$ cat config.mk
export PLATFORM = sky130hd
export DESIGN_NAME = bus_cycle_seq
export DESIGN_NICKNAME = d
export VERILOG_FILES = /design/src/rtl/bcs_pkg.sv /design/src/rtl/bcs_status_enc.sv /design/src/rtl/bcs_tseq.sv /design/src/rtl/bcs_pins.sv /design/src/rtl/bus_cycle_seq.sv
export SDC_FILE = /design/constraint.sdc
export NUM_CORES = 1
export LEC_CHECK = 0
export BUFFER_PORTS_ARGS = -buffer_cell sky130_fd_sc_hd__clkbuf_2
export CAP_MARGIN = 20
export CORE_MARGIN = 5
export CORE_UTILIZATION = 55
export CTS_CLUSTER_DIAMETER = 200
export CTS_CLUSTER_SIZE = 8
export DETAILED_ROUTE_END_ITERATION = 16
export GPL_TIMING_DRIVEN = 0
export PLACE_DENSITY = 0.91
export SLEW_MARGIN = 20
export SYNTH_ARGS = -nofsm -noshare
export SYNTH_HDL_FRONTEND = slang
export SYNTH_SLANG_ARGS = --single-unit
$ cat constraint.sdc
create_clock -name clk -period 5.34 [get_ports clk]
set_clock_uncertainty 0.05 [all_clocks]
set_input_delay 0.801 -clock clk [delete_from_list [all_inputs] [get_ports clk]]
set_output_delay 0.801 -clock clk [all_outputs]
set_load 0.02 [all_outputs]
$ cat src/rtl/bcs_pkg.sv
package bcs_pkg;
  parameter int unsigned BUS_AW = 16;
  parameter int unsigned BUS_DW = 8;

  typedef enum logic [2:0] {
    K_FETCH = 3'd0,
    K_MRD   = 3'd1,
    K_MWR   = 3'd2,
    K_IORD  = 3'd3,
    K_IOWR  = 3'd4,
    K_INTA  = 3'd5,
    K_HALT  = 3'd6
  } kind_e;

  typedef enum logic [2:0] {
    S_IDLE, S_T1, S_T2, S_TW, S_T3, S_TX, S_HOLD
  } tst_e;

  typedef struct packed {
    kind_e              kind;
    logic [BUS_AW-1:0]  addr;
    logic [BUS_DW-1:0]  wdata;
    logic               lng;
  } req_t;

  function automatic logic kind_reads(kind_e k);
    return (k == K_FETCH) || (k == K_MRD) || (k == K_IORD) || (k == K_INTA);
  endfunction

  function automatic logic kind_writes(kind_e k);
    return (k == K_MWR) || (k == K_IOWR);
  endfunction

  function automatic logic kind_io(kind_e k);
    return (k == K_IORD) || (k == K_IOWR);
  endfunction
endpackage

$ cat src/rtl/bcs_status_enc.sv
module bcs_status_enc
  import bcs_pkg::*;
(
  input  kind_e kind,
  output logic  io_m,
  output logic  s1,
  output logic  s0,
  output logic  io_m_float
);
  always_comb begin
    io_m_float = 1'b0;
    unique case (kind)
      K_FETCH: {io_m, s1, s0} = 3'b011;
      K_MRD:   {io_m, s1, s0} = 3'b010;
      K_MWR:   {io_m, s1, s0} = 3'b001;
      K_IORD:  {io_m, s1, s0} = 3'b110;
      K_IOWR:  {io_m, s1, s0} = 3'b101;
      K_INTA:  {io_m, s1, s0} = 3'b111;
      default: begin
        {io_m, s1, s0} = 3'b000;
        io_m_float     = 1'b1;
      end
    endcase
  end
endmodule

$ cat src/rtl/bcs_tseq.sv
module bcs_tseq
  import bcs_pkg::*;
#(
  parameter int unsigned FETCH_SHORT = 4,
  parameter int unsigned FETCH_LONG  = 6
)(
  input  logic clk,
  input  logic rst,
  input  logic req_valid,
  input  req_t req_in,
  input  logic ready_in,
  input  logic hold_in,
  output logic req_ready,
  output tst_e st_q,
  output tst_e st_d,
  output req_t cur_q,
  output req_t cur_d
);
  localparam int unsigned CW = (FETCH_LONG > 5) ? $clog2(FETCH_LONG - 3) : 1;
  localparam logic [CW-1:0] EXTRA_S = CW'(FETCH_SHORT - 4);
  localparam logic [CW-1:0] EXTRA_L = CW'(FETCH_LONG - 4);

  logic [CW-1:0] cnt_q, cnt_d;

  assign req_ready = (st_q == S_IDLE) && !hold_in;

  always_comb begin
    st_d  = st_q;
    cur_d = cur_q;
    cnt_d = cnt_q;
    unique case (st_q)
      S_IDLE: begin
        if (hold_in) st_d = S_HOLD;
        else if (req_valid) begin
          st_d  = S_T1;
          cur_d = req_in;
        end
      end
      S_T1: st_d = S_T2;
      S_T2, S_TW: begin
        if (cur_q.kind == K_HALT || ready_in) st_d = S_T3;
        else st_d = S_TW;
      end
      S_T3: begin
        if (cur_q.kind == K_FETCH) begin
          st_d  = S_TX;
          cnt_d = cur_q.lng ? EXTRA_L : EXTRA_S;
        end else st_d = S_IDLE;
      end
      S_TX: begin
        if (cnt_q == '0) st_d = S_IDLE;
        else cnt_d = cnt_q - 1'b1;
      end
      S_HOLD: if (!hold_in) st_d = S_IDLE;
      default: st_d = S_IDLE;
    endcase
  end

  always_ff @(posedge clk) begin
    if (rst) begin
      st_q  <= S_IDLE;
      cur_q <= '0;
      cnt_q <= '0;
    end else begin
      st_q  <= st_d;
      cur_q <= cur_d;
      cnt_q <= cnt_d;
    end
  end

  // the hold state is entered only from idle
  p_hold_from_idle_r11: assert property (@(posedge clk) disable iff (rst)
    (st_q == S_HOLD) |-> ($past(st_q) == S_IDLE || $past(st_q) == S_HOLD));
  // a halt cycle never waits
  p_halt_no_wait_r10: assert property (@(posedge clk) disable iff (rst)
    (st_q == S_TW) |-> (cur_q.kind != K_HALT));
endmodule

$ cat src/rtl/bcs_pins.sv
module bcs_pins
  import bcs_pkg::*;
#(
  parameter int unsigned AW = BUS_AW,
  parameter int unsigned DW = BUS_DW
)(
  input  logic          clk,
  input  logic          rst,
  input  tst_e          st_d,
  input  kind_e         kind_d,
  input  logic [AW-1:0] addr_d,
  input  logic [DW-1:0] wdata_d,
  input  tst_e          st_q,
  input  kind_e         kind_q,
  input  logic [DW-1:0] ad_in,
  output logic          rsp_valid,
  output logic [DW-1:0] rsp_data,
  output logic [DW-1:0] ad_out,
  output logic          ad_oe,
  output logic [AW-DW-1:0] a_hi,
  output logic          a_hi_oe,
  output logic          ale,
  output logic          rd_n,
  output logic          wr_n,
  output logic          inta_n,
  output logic          ctl_oe,
  output logic          io_m,
  output logic          io_m_oe,
  output logic          s1,
  output logic          s0,
  output logic          hlda
);
  localparam int unsigned HW = AW - DW;

  logic enc_iom, enc_s1, enc_s0, enc_float;
  logic in_cyc, halt, data_ph, rd_ph, wr_ph;
  logic [HW-1:0] hi_sel;

  bcs_status_enc u_enc (
    .kind(kind_d), .io_m(enc_iom), .s1(enc_s1), .s0(enc_s0), .io_m_float(enc_float)
  );

  always_comb begin
    in_cyc  = (st_d == S_T1) || (st_d == S_T2) || (st_d == S_TW) ||
              (st_d == S_T3) || (st_d == S_TX);
    halt    = (kind_d == K_HALT);
    data_ph = (st_d == S_T2) || (st_d == S_TW) || (st_d == S_T3);
    rd_ph   = data_ph;
    wr_ph   = (st_d == S_T2) || (st_d == S_TW);
    hi_sel  = kind_io(kind_d) ? HW'(addr_d[DW-1:0]) : addr_d[AW-1:DW];
  end

  always_ff @(posedge clk) begin
    if (rst) begin
      ad_out    <= '0;
      ad_oe     <= 1'b0;
      a_hi      <= '0;
      a_hi_oe   <= 1'b0;
      ale       <= 1'b0;
      rd_n      <= 1'b1;
      wr_n      <= 1'b1;
      inta_n    <= 1'b1;
      ctl_oe    <= 1'b0;
      io_m      <= 1'b0;
      io_m_oe   <= 1'b0;
      s1        <= 1'b0;
      s0        <= 1'b0;
      hlda      <= 1'b0;
      rsp_valid <= 1'b0;
      rsp_data  <= '0;
    end else begin
      ale     <= (st_d == S_T1) && !halt;
      ctl_oe  <= in_cyc && !halt;
      a_hi_oe <= in_cyc && !halt;
      if (in_cyc) a_hi <= hi_sel;
      io_m_oe <= in_cyc && !enc_float;
      io_m    <= in_cyc && enc_iom;
      s1      <= in_cyc && enc_s1;
      s0      <= in_cyc && enc_s0;
      hlda    <= (st_d == S_HOLD);
      if (st_d == S_T1 && !halt) begin
        ad_oe  <= 1'b1;
        ad_out <= addr_d[DW-1:0];
      end else if (data_ph && kind_writes(kind_d)) begin
        ad_oe  <= 1'b1;
        ad_out <= wdata_d;
      end else begin
        ad_oe  <= 1'b0;
      end
      rd_n   <= !(rd_ph && kind_reads(kind_d) && kind_d != K_INTA);
      inta_n <= !(rd_ph && kind_d == K_INTA);
      wr_n   <= !(wr_ph && kind_writes(kind_d));
      rsp_valid <= (st_q == S_T3) && kind_reads(kind_q);
      if ((st_q == S_T3) && kind_reads(kind_q)) rsp_data <= ad_in;
    end
  end

  // the address strobe lasts one T state
  p_ale_single_r2: assert property (@(posedge clk) disable iff (rst) ale |=> !ale);
  // at most one strobe low at a time
  p_strobe_excl_r7: assert property (@(posedge clk) disable iff (rst)
    $onehot0({!rd_n, !wr_n, !inta_n}));
  // shared lines float while a read strobe is low
  p_read_float_r5: assert property (@(posedge clk) disable iff (rst)
    (!rd_n || !inta_n) |-> !ad_oe);
  // write data still driven when the write strobe rises
  p_wr_data_held_r6: assert property (@(posedge clk) disable iff (rst)
    $rose(wr_n) |-> ad_oe);
  // everything released while the bus is granted
  p_hold_release_r11: assert property (@(posedge clk) disable iff (rst)
    hlda |-> !(ad_oe || a_hi_oe || ctl_oe || io_m_oe));
  // status steady after T1 within a cycle
  p_status_steady_r4: assert property (@(posedge clk) disable iff (rst)
    (ctl_oe && !ale) |-> $stable({io_m, s1, s0}));
endmodule

$ cat src/rtl/bus_cycle_seq.sv
module bus_cycle_seq
  import bcs_pkg::*;
#(
  parameter int unsigned FETCH_SHORT = 4,
  parameter int unsigned FETCH_LONG  = 6
)(
  input  logic        clk,
  input  logic        rst,
  input  logic        req_valid,
  input  logic [2:0]  req_kind,
  input  logic [15:0] req_addr,
  input  logic [7:0]  req_wdata,
  input  logic        req_long,
  output logic        req_ready,
  output logic        rsp_valid,
  output logic [7:0]  rsp_data,
  input  logic [7:0]  ad_in,
  output logic [7:0]  ad_out,
  output logic        ad_oe,
  output logic [7:0]  a_hi,
  output logic        a_hi_oe,
  output logic        ale,
  output logic        rd_n,
  output logic        wr_n,
  output logic        inta_n,
  output logic        ctl_oe,
  output logic        io_m,
  output logic        io_m_oe,
  output logic        s1,
  output logic        s0,
  input  logic        ready_in,
  input  logic        hold_in,
  output logic        hlda
);
  req_t req_in, cur_q, cur_d;
  tst_e st_q, st_d;

  always_comb begin
    req_in.kind  = kind_e'(req_kind);
    req_in.addr  = req_addr;
    req_in.wdata = req_wdata;
    req_in.lng   = req_long;
  end

  bcs_tseq #(.FETCH_SHORT(FETCH_SHORT), .FETCH_LONG(FETCH_LONG)) u_tseq (
    .clk(clk), .rst(rst), .req_valid(req_valid), .req_in(req_in),
    .ready_in(ready_in), .hold_in(hold_in), .req_ready(req_ready),
    .st_q(st_q), .st_d(st_d), .cur_q(cur_q), .cur_d(cur_d)
  );

  bcs_pins #(.AW(BUS_AW), .DW(BUS_DW)) u_pins (
    .clk(clk), .rst(rst), .st_d(st_d), .kind_d(cur_d.kind), .addr_d(cur_d.addr),
    .wdata_d(cur_d.wdata), .st_q(st_q), .kind_q(cur_q.kind), .ad_in(ad_in),
    .rsp_valid(rsp_valid), .rsp_data(rsp_data), .ad_out(ad_out), .ad_oe(ad_oe),
    .a_hi(a_hi), .a_hi_oe(a_hi_oe), .ale(ale), .rd_n(rd_n), .wr_n(wr_n),
    .inta_n(inta_n), .ctl_oe(ctl_oe), .io_m(io_m), .io_m_oe(io_m_oe),
    .s1(s1), .s0(s0), .hlda(hlda)
  );
endmodule

==> impl_results.md, run 1 <==
- CTS tree: yes
- Synthesized area: 3030 um2
- Total placed instance area: 3510 um2
- CP peak stage delay: 0.35 ns
- Top cell by count, worst path: clkbuf_2
- Reg2reg setup slack: 3.23 ns
- Most common cell after layout, fill and taps aside: clkbuf_2
- Slack of the critical path: 2.98 ns
- Setup repair after global routing missed its margin: no
- PD cells: 382 nW/um2
- DRT iter0 DRCs: 210
- Area of the die: 7100 um2
- Vias in the first global route: 2661
- Share of post-route cells with drive strength above 1: 29.0%
- DIE WIDTH: 84.3 um
- Fin crit share: 44.2%
- Top FF cell, synth: dfxtp_1
- Slew margin rel.: 49.7%
- Type of the worst setup path: primary input to output pin
- MaxCap Viol Count: 0
- Area of the core: 5440 um2
- Number of placed cells counting well taps: 476
- # rows: 27
- CP cell instances: clkbuf_2 > nor4_4 > clkbuf_2
- #FFs+latches synth: 69
- Netlist cell types: 54
- Clk sink count: 69
- Most frequent cells in the layout: clkbuf_2, dfxtp_1, nand2_1
- Status: finished, final reports clean
- Slowest stage cell on the critical path: nor4_4
- Number of CTS-inserted buffers: 9
- Worst Hold Class: register to register
- Final WL: 7.90 mm
- Initial Utilization: 55.8%
- DRT antenna net count: 0
- Area growth syn-to-layout: 23.4%
- Total number of yosys warnings: 0
- Initial antenna violation count: 0
- Final Max Slew Viols: 0
- Antenna diodes: 0
- CTS HTree Levels: 3
- Worst-Margin Slew: 0.746 ns
- Syn Inst Count: 326
- Final hold vios: 0
- CP required: 4.49 ns
- Die Y: 84.3 um
- First drt pass iteration count: 4
- Fmax achieved: 424 MHz
- Clock Tree Buf Depth: 2
- Drt wl/cell: 16.1 um
- Final HPWL DP: 5.57 mm
- IO buf count: 78
- Global-route wire length before repair: 12.9 mm
- Mapped Nets: 368
- Hold Slack: 0.409 ns
- Worst skew pair latency: 0.35 ns
- DP Worst Slack: 2.74 ns
- Total global routing overflow: 0
- Routed vias: 2716
- Vias/cell: 5.52
- Sequential fraction of the synthesis area: 45.5%
- Syn avg cell area: 9.30 um2
- Crit path capture type: output pin
- Power Total: 1.43 mW
- CTS Hold Bufs: 0
- Worst setup SP type: primary input
- Reg clk slew, reported paths: 0.08 ns
- Post-Layout Cell Count: 492
- Total GRT Usage: 22.7%
- Yosys top cell by area: dfxtp_1
- Post-CTS setup buffers: 0
- Nets: 457
- Routability cong.: 0.901
- Crit-path max FO: 4
- Share of the synthesized area in the top cell type: 45.5%
- Setup-failing EPs final: 0
- Root Buffer: clkbuf_8
- Max rail drop VDD: 0.273 mV
- Critical path arrival: 1.51 ns
- Post-CTS sizing: 0
- Setup TNS Final: 0 ns
- Number of synthesized flops with an enable pin: 0
- Final Core Density: 68.8%
- I/O pins: 79
- Tmin final: 2.36 ns
- FFs w/ async S/R, synth: 0%
- Largest net degree at the start of global routing: 14
- Drt drc: 0
- Largest cells by area after synthesis: dfxtp_1, mux2i_1, nand2_1
- Final instance area: 3740 um2
- Lkg Pwr: 1.58 nW
-- synthesized netlist by cell type, types with 2 or more instances --
cell       n
dfxtp_1   69
nand2_1   48
nor2_1    36
a21oi_1   32
mux2i_1   32
clkbuf_1   9
a22o_1     7
inv_1      7
a32oi_1    6
buf_6      5
buf_4      4
nand3_1    4
nor2b_1    4
a211o_1    3
a211oi_1   3
and3_1     3
and3b_1    3
nand2b_1   3
o21ai_0    3
a21oi_2    2
a22oi_1    2
a31oi_1    2
a32o_1     2
buf_2      2
nor3_1     2
nor4_1     2
nor4_4     2
o21a_1     2
o31ai_1    2
-- report_power, final --
| part | switching (mW) | total (mW) | internal [mW] |
|---|---|---|---|
| sequential | 0.0232 | 0.585 | 0.562 |
| combinational | 0.212 | 0.354 | 0.142 |
| clock | 0.212 | 0.490 | 0.279 |
-- cells by family (layout without fill, tap and decap cells) --
family / count (synthesis) / count (layout) / synth area share [%]
compound gates: 71 / 71 / 15.9
xor+xnor: 2 / 2 / 0.578
fa+ha+maj: 2 / 2 / 0.743
simple gates: 119 / 119 / 20.1
flops: 69 / 69 / 45.5
mux: 33 / 33 / 11.0
buf+inv: 30 / 124 / 6.11
-- flip-flops by register name (all words and copies together) (netlist names) --
signal	count
u_tseq.cnt_q	2
u_pins.s0	1
u_pins.ad_out	8
u_pins.rsp_data	8
u_pins.io_m_oe	1
u_pins.ale	1
u_pins.wr_n	1
u_pins.ad_oe	1
u_pins.a_hi	8
u_pins.hlda	1
u_pins.io_m	1
u_pins.s1	1
u_tseq.cur_q	28
u_pins.rd_n	1
u_pins.inta_n	1
u_pins.a_hi_oe	1
u_tseq.st_q	3
u_pins.rsp_valid	1
-- layout make-up --
type	count	area, um2
Fill cell	420	1700
Multi-Input combinational cell	227	1470
Sequential cell	69	1380
Clock buffer	10	138
Buffer	23	159
Inverter	7	26.3
Clock inverter	6	92.6
Timing Repair Buffer	78	390
Tap cell	72	90.1
-- per-layer routing --
layer	up-vias	global-route usage (%)	wire length (um)
met5	-	0	0
met4	0	10.4	184
met3	18	5.10	578
met2	124	37.7	3880
met1	1256	28.0	3260
li1	1318	-	-
-- path summary, 6_finish.rpt --
check,from,end,cells after the start
setup / recovery,hold_in,req_ready,3
hold / removal,u_tseq.cur_q[5],u_tseq.cur_q[5],2
setup reg to reg,u_tseq.st_q[2],u_pins.a_hi[5],6
hold reg to reg,u_tseq.cur_q[5],u_tseq.cur_q[5],2
-- critical path: cells and delay by family --
family                 cells  cell delay, ns
buffers and inverters      2            0.36
AND/OR/NAND/NOR            1            0.35
No activity file was read; power rests on OpenSTA's default activity.
==> run 2, diff against run 1 <==
CORE_UTILIZATION = 52   (was 55)
PLACE_DENSITY = 0.87   (was 0.91)
clock period = 2.2 ns   (was 5.34 ns; I/O delays follow)
==> run 2 against run 1 <==
Against the previous run:
- register-to-register slack lost 3.1 ns
- sequential share of layout area grew 0.30 points
- critical path type is now register to register
- core utilization shrank 2.2 points
- combinational power grew 140%
- setup slack lost 2.9 ns
- clock-buffer cell count is the same
- critical path depth grew 3
- final cell count is the same
- global-route usage shrank 1.1 points
- first-iteration DRC count shrank 13%
- routed wire length shrank 2.9%
- highest routed layer unchanged
==> impl_results.md, run 2 (synthesis gave the netlist of run 1 again) <==
- MaxCap Viol Count: 0
- Routed vias: 2696
- Initial antenna violation count: 0
- CTS HTree Levels: 3
- Total GRT Usage: 21.6%
- Area of the core: 5570 um2
- First drt pass iteration count: 4
- Slowest stage cell on the critical path: mux2i_2
- Crit-path max FO: 10
- Post-CTS setup buffers: 0
- Global-route wire length before repair: 12.7 mm
- CP delay by family, top: multiplexers
- Final WL: 7.68 mm
- Critical path arrival: 2.28 ns
- Most frequent cells in the layout: clkbuf_2, dfxtp_1, nand2_1
- Final Core Density: 66.6%
- Clock Tree Buf Depth: 2
- Slack of the critical path: 0.109 ns
- Fmax achieved: 478 MHz
- Most common cell after layout, fill and taps aside: clkbuf_2
- Final hold vios: 0
- Total placed instance area: 3510 um2
- Initial Utilization: 54.4%
- FF-to-FF Start: u_tseq.st_q[2]
- Final Max Slew Viols: 0
- Crit path capture type: register
- Reg2reg setup slack: 0.11 ns
- Die Y: 86.4 um
- CP required: 2.39 ns
- DRT iter0 DRCs: 182
- WP buf/inv: 1
- Post-CTS sizing: 0
- Worst reg2reg path depth: 6
- Area growth syn-to-layout: 22.4%
- Sequential Power Share: 42.8%
- Hold EP: u_tseq.cur_q[1]
- Nets: 457
- Setup TNS Final: 0 ns
- Max FFs per register: 28
- Vias/cell: 5.48
- Total global routing overflow: 0
- CTS tree: yes
- Lkg Pwr: 1.58 nW
- Internal power: 2.26 mW
- Type of the worst setup path: register to register
- Share of post-route cells with drive strength above 1: 29.0%
- # rows: 27
- Drt drc: 0
- DRT antenna net count: 0
- Largest net degree at the start of global routing: 13
- Drt wl/cell: 15.6 um
- Worst-Margin Slew: 0.701 ns
- Slew margin rel.: 52.8%
- Worst setup SP type: register
- Largest Register: u_tseq.cur_q
- DIE WIDTH: 86.4 um
- Tmin final: 2.09 ns
- Min-Delay Path Depth: 3
- Final instance area: 3710 um2
- Routability cong.: 0.914
- Vias in the first global route: 2656
- Root Buffer: clkbuf_8
- I/O pins: 79
- Clk sink count: 69
- Antenna diodes: 0
- Status: finished, final reports clean
- Reg clk slew, reported paths: 0.08 ns
- Clock power share: 31.5%
- Comb pwr share: 25.7%
- CTS Hold Bufs: 0
- Number of CTS-inserted buffers: 9
- Final HPWL DP: 5.51 mm
- Worst skew pair latency: 0.35 ns
- Fin crit share: 95.0%
- Max rail drop VDD: 0.563 mV
- Worst Hold Class: primary input to register
- Sw Pwr: 1.06 mW
- IO buf count: 78
- CP peak stage delay: 0.56 ns
- Setup-failing EPs final: 0
- DP Worst Slack: 0.0721 ns
- PD cells: 895 nW/um2
- Switch share: 31.9%
- Setup repair after global routing missed its margin: no
- CP cell instances: buf_6 > nor4_4 > and2_4 > mux2i_2 > mux2i_1 > a22o_1
- Reg2reg end: u_pins.a_hi[7]
- Hold path startpoint: req_wdata[0]
- Area of the die: 7460 um2
## run 2: layer usage
layer | up-vias | part of all wire, % | GRT usage [%]
li1 | 1317 | - | -
met1 | 1237 | 40 | 27.3
met2 | 125 | 48 | 34.8
met3 | 17 | 9.1 | 6.08
met4 | 0 | 2.2 | 8.50
met5 | - | 0 | 0
## run 2: how the worst max path moves through the flow
stage	end	startpoint	cells after the start	slack [ns]
5_1_grt	u_pins.s0	u_tseq.st_q[2]	8	0.006
3_5_place_dp	u_pins.a_hi[7]	hold_in	6	0.07
2_1_floorplan	u_pins.a_hi[0]	u_tseq.st_q[2]	8	0.20
6_report	u_pins.a_hi[7]	u_tseq.st_q[2]	6	0.11
3_3_place_gp	u_pins.a_hi[0]	hold_in	6	0.09
4_1_cts	u_pins.a_hi[7]	u_tseq.st_q[2]	6	0.12
## run 2: power groups by stage
| stage | sequential [mW] | combinational (mW) | clock, mW |
|---|---|---|---|
| 3_5_place_dp | 1.45 | 0.846 | 0 |
| 3_3_place_gp | 1.44 | 0.828 | 0 |
| 2_1_floorplan | 1.53 | 0.522 | 0 |
| 4_1_cts | 1.42 | 0.853 | 1.05 |
| 6_report | 1.42 | 0.853 | 1.05 |
| 5_1_grt | 1.44 | 0.924 | 1.12 |
## run 2: through the flow
stage / hold slack, ns / power (mW) / std cells
2_1_floorplan: 0.382 / 2.05 / 326
3_3_place_gp: 0.388 / 2.27 / 476
3_5_place_dp: 0.397 / 2.30 / 476
4_1_cts: 0.144 / 3.33 / 492
5_1_grt: 0.151 / 3.48 / 492
6_report: 0.150 / 3.32 / 492
## run 2: final cells by class
class	instances	area (um2)
Inverter	7	26.3
Clock buffer	10	138
Timing Repair Buffer	78	390
Buffer	23	159
Sequential cell	69	1380
Fill cell	461	1860
Multi-Input combinational cell	227	1470
Tap cell	72	90.1
Clock inverter	6	62.6
## run 2: worst register-to-register path: cells and delay by family, from the launching register on
kind                   cells  cell delay (ns)
DFF                        1             0.31
AOI/OAI and AO/OA          1             0.20
and+or+nand+nor            2             0.56
buffers and inverters      1             0.14
muxes                      2             0.72
